## src/rtl/opsh_pkg.sv

```systemverilog
package opsh_pkg;

    parameter int unsigned OPSH_DATA_W = 32;
    parameter int unsigned OPSH_KIND_W = 3;

    typedef enum logic [OPSH_KIND_W-1:0] {
        KIND_LSL = 3'd0,
        KIND_LSR = 3'd1,
        KIND_ASR = 3'd2,
        KIND_ROR = 3'd3,
        KIND_RRX = 3'd4
    } opsh_kind_e;

    // Control word produced by the decoder, consumed by the datapath.
    typedef struct packed {
        logic mirror;    // operate on the bit-reversed word (left shift)
        logic sign_fill; // vacated bits take the original top bit
        logic wrap;      // bits leaving the bottom re-enter at the top
        logic via_carry; // single step rotate through the carry flag
        logic pass;      // word and carry go through untouched
    } opsh_ctl_t;

    function automatic opsh_ctl_t opsh_decode_fn(input logic [OPSH_KIND_W-1:0] k,
                                                 input logic dist_zero);
        opsh_ctl_t c;
        c = '0;
        case (k)
            KIND_LSL: c.mirror    = 1'b1;
            KIND_LSR: c.mirror    = 1'b0;
            KIND_ASR: c.sign_fill = 1'b1;
            KIND_ROR: c.wrap      = 1'b1;
            KIND_RRX: c.via_carry = 1'b1;
            default:  c.pass      = 1'b1;
        endcase
        if (dist_zero && !c.via_carry) begin
            c.pass = 1'b1;
        end
        return c;
    endfunction

endpackage

```

## src/rtl/opsh_decode.sv

```systemverilog
module opsh_decode
    import opsh_pkg::*;
#(
    parameter int unsigned AMT_W = 5
) (
    input  logic [OPSH_KIND_W-1:0] kind,
    input  logic [AMT_W-1:0]       amount,
    output opsh_ctl_t              ctl
);
    logic dist_zero;

    assign dist_zero = (amount == '0);
    assign ctl       = opsh_decode_fn(kind, dist_zero);
endmodule

```

## src/rtl/opsh_bitrev.sv

```systemverilog
module opsh_bitrev #(
    parameter int unsigned DATA_W = 32
) (
    input  logic              en,
    input  logic [DATA_W-1:0] din,
    output logic [DATA_W-1:0] dout
);
    logic [DATA_W-1:0] flipped;

    for (genvar i = 0; i < DATA_W; i++) begin : g_flip
        assign flipped[i] = din[DATA_W-1-i];
    end

    assign dout = en ? flipped : din;
endmodule

```

## src/rtl/opsh_rshift_core.sv

```systemverilog
// Logarithmic right shifter: one stage per distance bit, each stage
// either wraps the low bits to the top or fills with a constant bit.
module opsh_rshift_core #(
    parameter int unsigned DATA_W = 32,
    localparam int unsigned AMT_W = $clog2(DATA_W)
) (
    input  logic [DATA_W-1:0] din,
    input  logic [AMT_W-1:0]  amount,
    input  logic              wrap,
    input  logic              fill,
    output logic [DATA_W-1:0] dout
);
    logic [DATA_W-1:0] stage [AMT_W+1];

    assign stage[0] = din;

    for (genvar k = 0; k < AMT_W; k++) begin : g_stage
        localparam int unsigned STEP = 1 << k;
        logic [DATA_W-1:0] moved;

        always_comb begin
            if (wrap) begin
                moved = {stage[k][STEP-1:0], stage[k][DATA_W-1:STEP]};
            end else begin
                moved = {{STEP{fill}}, stage[k][DATA_W-1:STEP]};
            end
        end

        assign stage[k+1] = amount[k] ? moved : stage[k];
    end

    assign dout = stage[AMT_W];
endmodule

```

## src/rtl/opsh_carry_pick.sv

```systemverilog
// Last bit shifted out of a right shift by amount: bit amount-1 of the
// (possibly mirrored) input word. Only meaningful for a nonzero amount.
module opsh_carry_pick #(
    parameter int unsigned DATA_W = 32,
    localparam int unsigned AMT_W = $clog2(DATA_W)
) (
    input  logic [DATA_W-1:0] din,
    input  logic [AMT_W-1:0]  amount,
    output logic              cout
);
    logic [AMT_W-1:0] last_idx;

    assign last_idx = amount - {{(AMT_W-1){1'b0}}, 1'b1};
    assign cout     = din[last_idx];
endmodule

```

## src/rtl/operand_shifter.sv

```systemverilog
module operand_shifter
    import opsh_pkg::*;
#(
    parameter int unsigned DATA_W = OPSH_DATA_W,
    localparam int unsigned AMT_W = $clog2(DATA_W)
) (
    input  logic [DATA_W-1:0]      op_in,
    input  logic [OPSH_KIND_W-1:0] kind,
    input  logic [AMT_W-1:0]       amount,
    input  logic                   carry_in,
    output logic [DATA_W-1:0]      op_out,
    output logic                   carry_out
);
    opsh_ctl_t         ctl;
    logic [DATA_W-1:0] pre_word;
    logic [DATA_W-1:0] core_word;
    logic [DATA_W-1:0] post_word;
    logic              core_fill;
    logic              core_carry;

    opsh_decode #(.AMT_W(AMT_W)) u_decode (
        .kind   (kind),
        .amount (amount),
        .ctl    (ctl)
    );

    opsh_bitrev #(.DATA_W(DATA_W)) u_rev_in (
        .en   (ctl.mirror),
        .din  (op_in),
        .dout (pre_word)
    );

    assign core_fill = ctl.sign_fill & op_in[DATA_W-1];

    opsh_rshift_core #(.DATA_W(DATA_W)) u_core (
        .din    (pre_word),
        .amount (amount),
        .wrap   (ctl.wrap),
        .fill   (core_fill),
        .dout   (core_word)
    );

    opsh_bitrev #(.DATA_W(DATA_W)) u_rev_out (
        .en   (ctl.mirror),
        .din  (core_word),
        .dout (post_word)
    );

    opsh_carry_pick #(.DATA_W(DATA_W)) u_carry (
        .din    (pre_word),
        .amount (amount),
        .cout   (core_carry)
    );

    always_comb begin
        if (ctl.pass) begin
            op_out    = op_in;
            carry_out = carry_in;
        end else if (ctl.via_carry) begin
            op_out    = {carry_in, op_in[DATA_W-1:1]};
            carry_out = op_in[0];
        end else begin
            op_out    = post_word;
            carry_out = core_carry;
        end
    end
endmodule

```

## config.mk

```make
export PLATFORM = sky130hd
export DESIGN_NAME = operand_shifter
export DESIGN_NICKNAME = d
export VERILOG_FILES = /design/src/rtl/opsh_pkg.sv /design/src/rtl/opsh_decode.sv /design/src/rtl/opsh_bitrev.sv /design/src/rtl/opsh_rshift_core.sv /design/src/rtl/opsh_carry_pick.sv /design/src/rtl/operand_shifter.sv
export SDC_FILE = /design/constraint.sdc
export NUM_CORES = 1
export LEC_CHECK = 0
export BUFFER_PORTS_ARGS = -buffer_cell sky130_fd_sc_hd__buf_4
export CAP_MARGIN = 20
export CORE_MARGIN = 2
export CORE_UTILIZATION = 55
export DETAILED_ROUTE_END_ITERATION = 10
export GPL_TIMING_DRIVEN = 1
export PLACE_DENSITY_LB_ADDON = 0.3
export SKIP_LAST_GASP = 1
export SYNTH_ARGS = -nofsm -noshare
export SYNTH_HDL_FRONTEND = slang
export SYNTH_HIERARCHICAL = 1
export SYNTH_SLANG_ARGS = --single-unit
```

## constraint.sdc

```tcl
create_clock -name vclk -period 2.5
set_input_delay 0 -clock vclk [all_inputs]
set_output_delay 0 -clock vclk [all_outputs]
set_load 0.01 [all_outputs]
```

# Yosys cells after proc, flatten, opt, wreduce, memory -nomap -nowiden
# Cells that the tools add are included.
# totals
output_inout_bits,33
word_cells,36
regBits,0
# classes
n_bitwise,1
addsub,1
n_lt_le_gt_ge,1
eq_ne,4
reduce_logical,5
muxes,24
# op_table
op,n
32-bit two-way mux,14
1-bit two-way mux,9
3-bit by 2-bit equality test with 1-bit output (second input constant),2
5-bit by 6-bit < comparator with 1-bit output (second input constant),1
1-bit binary-select mux with 5-bit select,1
5-bit zero test,1
5-bit OR reduction,1
5-bit by 1-bit subtractor with 5-bit output (second input constant),1
3-bit by 1-bit equality test with 1-bit output (second input constant),1
3-bit equality test (second input constant),1
3-bit zero test,1
1-bit bitwise AND,1
1-bit logical AND,1
1-bit zero test,1

# Logic depth before layout (Yosys ltp)
# logic_depth
ltp_word,16
mapped_depth,12

# Cells and area by module
# The synthesis kept the hierarchy.
# modules_own_cells
module,cells_per_inst,area_per_inst_um2,instances,seq_area_each_um2
opsh_rshift_core,254,2233.4,1,0.0
opsh_bitrev,36,544.3,2,0.0
operand_shifter,111,732.0,1,0.0
opsh_carry_pick,24,341.6,1,0.0
opsh_decode,7,50.0,1,0.0

# Worst setup path before layout
# OpenSTA, ideal clock, no wires.
# synth_path
path_type,in2out
startpoint,in kind[2]
endpoint,out op_out[27]
required_ns,2.500
arrival_time_ns,2.739
path_slack_ns,-0.239
path_stages,11
cell_sequence,nor3_1 -> buf_6 -> buf_12 -> mux2_4 -> mux4_1 -> mux4_2 -> a21oi_1 -> o21ba_1 -> mux2_4 -> mux2i_1 -> o21ai_1
# synth_via
word_cells_on_any_way,29
# synth_lines
item,line,source
"start, declared",operand_shifter.sv:8,"input logic [OPSH_KIND_W-1:0] kind,"
3-bit zero test,opsh_pkg.sv:27,case (k)
1-bit two-way mux,opsh_pkg.sv:27,
32-bit two-way mux,opsh_bitrev.sv:14,assign dout = en ? flipped : din;
net pre_word[22],operand_shifter.sv:15,logic [DATA_W-1:0] pre_word;
32-bit two-way mux,opsh_rshift_core.sv:22,if (wrap) begin
32-bit two-way mux,opsh_rshift_core.sv:29,assign stage[k+1] = amount[k] ? moved : stage[k];
32-bit two-way mux,opsh_rshift_core.sv:22,
32-bit two-way mux (2 in series),opsh_rshift_core.sv:29,
32-bit two-way mux,opsh_rshift_core.sv:22,
32-bit two-way mux,opsh_rshift_core.sv:29,
32-bit two-way mux,opsh_rshift_core.sv:22,
32-bit two-way mux,opsh_rshift_core.sv:29,
net core_word[27],operand_shifter.sv:16,logic [DATA_W-1:0] core_word;
32-bit two-way mux,opsh_bitrev.sv:14,
net post_word[27],operand_shifter.sv:17,logic [DATA_W-1:0] post_word;
32-bit two-way mux,operand_shifter.sv:59,end else if (ctl.via_carry) begin
32-bit two-way mux,operand_shifter.sv:56,if (ctl.pass) begin
"end, declared",operand_shifter.sv:11,"output logic [DATA_W-1:0] op_out,"
# The timed path passes the listed nets, and every way through them passes these cells.

==> impl_metrics.csv <==
group,metric,value,unit
outcome,status,"complete, but fails checks",
outcome,violations,"setup timing",
route,post-route-drc-count,0,
timing,setup_viol,33,
setup_path,cp_max_fo,6,
route,vias,4611,
finish,fillers,609,
setup_path,max_stage_delay,0.48,ns
floorplan,start_util,57.2,%
timing,tightest_slew,0.771,ns
setup_path,cp_slowest_cell,"mux4_2",
flow_run,max_cap_viol_count,0,
place,dp_slack,-0.566,ns
grt,antenna_found_initial,0,
power,p_leak,0.00241,uW
setup_path,path_cells,"buf_6, nor3_4, buf_12, buf_16, mux2_4, mux4_2, mux2_4, or2_1, a32oi_1, o21ai_1, mux2_4, mux2i_1, o21ai_1, buf_4",
route,drt_iter0_markers,385,
route,via_per_inst,6.90,
finish,num_antenna_cells,0,
floorplan,rows,32,
setup_path,worst_path_most_repeated_cell,"mux2_4",
route,drt_wl_total,16.1,mm
logic_synthesis,synthCells,468,
floorplan,core-area,7770,um2
hold_path,hp-class,"in -> out",
grt,grt_pass1_wl,24.0,mm
power,ir_drop,0.000164,V
timing,rsz0062_at_grt,"yes",
place,gp_congestion,1.01,
logic_synthesis,synth.avg_cell_area,9.50,um2
grt,grt_overflow,0,
floorplan,die_h,93.9,um
power,p_per_area,283,nW/um2
setup_path,critPathKind,"in -> out",
timing,timing.final.ws_setup,-0.533,ns
grt,grt_pass1_vias,4290,
setup_path,arrival,3.03,ns
place,port_buffers,74,
place,place_hpwl,12.2,mm
setup_path,path_delay_family,"multiplexers",
logic_synthesis,syn_nets,510,
logic_synthesis,syn_area,4450,um2
grt,grtUsageMet1,50.5,%
grt,met2_usage,60.0,%
finish,post-route-util,73.9,%
route,postRouteAntennaNets,0,
grt,grt_max_degree,67,
power,comb_power_share,100.0,%
route,dr.pass1.iters,5,
timing,relSlewSlack,48.5,%
power,internal-power,836,uW
finish,multiInputGateArea,4310,um2
hold_path,hold_depth,4,
clock_tree,cts_hold_buf,0,
power,pwr-share-seq,0,%
setup_path,crit_required,2.50,ns
logic_synthesis,yosys_warnings,6,
finish,seq_area,0,um2
setup_path,cp.depth,14,
finish,clkbuf_count,0,
finish,final_cell_mix,"130 x buf_4, 73 x mux2_4, 59 x mux2i_1",
grt,top_usage_layer,"met2",
finish,seq_cells,0,
grt,grtUsageMet3,2.01,%
finish,mostFrequentLayoutCell,"buf_4",
timing,hold_violations,0,
finish,nets,610,
timing,slew_viol_final,0,
setup_path,endpoint_kind,"primary output",
power,p_sw,786,uW
floorplan,die_area,8820,um2
finish,syn2layout_area_growth,29.1,%
timing,hold_slack,0.335,ns
floorplan,ios,74,
route,routedWlPerCell,24.1,um
setup_path,startpoint_type,"input port",
timing,post-route-min-period,3.03,ns
power,clockPowerShare,0,%
setup_path,path_buf_inv,4,
timing,post-route-period-util,121,%
power,p_sw_share,48.5,%
grt,gr-usage-all-layers,35.3,%
logic_synthesis,yosysSeqAreaShare,0,%
timing,fmax,330,MHz
floorplan,die_w,93.9,um
finish,drive_gt1_share,54.9,%
logic_synthesis,synthDistinctLibCells,45,
-- cell type report --
type / count / area share, %
inverters: 6 / 0.392
multi-input cells: 414 / 75.1
repair buffers: 146 / 22.3
well taps: 102 / 2.22
-- power by group through the flow --
| stage | Combinational [uW] | Sequential, uW | Clock (uW) |
|---|---|---|---|
| floorplan | 928 | 0 | 0 |
| global placement | 1420 | 0 | 0 |
| detailed placement | 1440 | 0 | 0 |
| CTS | 1520 | 0 | 0 |
| global route | 1690 | 0 | 0 |
| finish | 1620 | 0 | 0 |
-- kinds of logic after synthesis --
family | Yosys count | synth area share (%)
compound gates | 126 | 16.9
xor+xnor | 3 | 0.760
fa+ha+maj | 1 | 0.281
buf+inv | 54 | 9.71
mux | 190 | 63.3
simple gates | 94 | 9.06
-- stage by stage --
stage / total power (uW) / std cells / TNS, ns / instance area (um2)
after floorplan: 928 / 468 / -0.350 / 4470
after global placement: 1420 / 658 / -14.20 / 5260
after detailed placement: 1440 / 658 / -14.70 / 5260
after CTS: 1520 / 666 / -13.11 / 5580
after global routing: 1690 / 668 / -16.82 / 5740
final: 1620 / 668 / -13.85 / 5740
-- synth_stat cells (6+ instances only) --
cell type  number  area [um2]
nor2_1         22        82.6
mux2_2         22         248
mux4_1          9         236
nand2_1        52         195
a21o_1          7        52.6
buf_12         10         200
o21ai_0        29         145
inv_1           6        22.5
mux2_4         60         901
clkbuf_1       16        60.1
buf_2          11        55.1
a21oi_1        24         120
o21ai_1        31         155
mux4_2         35         788
mux2i_1        64         641
-- routing by layer --
layer  wire [um]  part of all wire, %  up-vias
li1            -                    -     2037
met2        7780                   48      284
met5           0                    0        -
met1        6450                   40     2251
met4         397                  2.5        0
met3        1500                  9.3       39
-- worst min-delay path: cells and delay by family --
kind | cells | cell delay [ns]
buffers and inverters | 2 | 0.23
AOI/OAI and AO/OA | 1 | 0.06
and+or+nand+nor | 1 | 0.05
-- path summary, 6_finish.rpt --
check     start    endpoint  slack (ns)
max     kind[0]  op_out[13]       -0.53
min    op_in[0]   op_out[0]        0.34
-- what timing repair did --
action	CTS	global route
pin swaps	13	26
setup endpoints to repair	33	33
gates cloned	4	1
hold endpoints to repair	0	0
setup buffers	4	1
gates resized for setup	44	43
No activity file was read; power rests on OpenSTA's default activity.
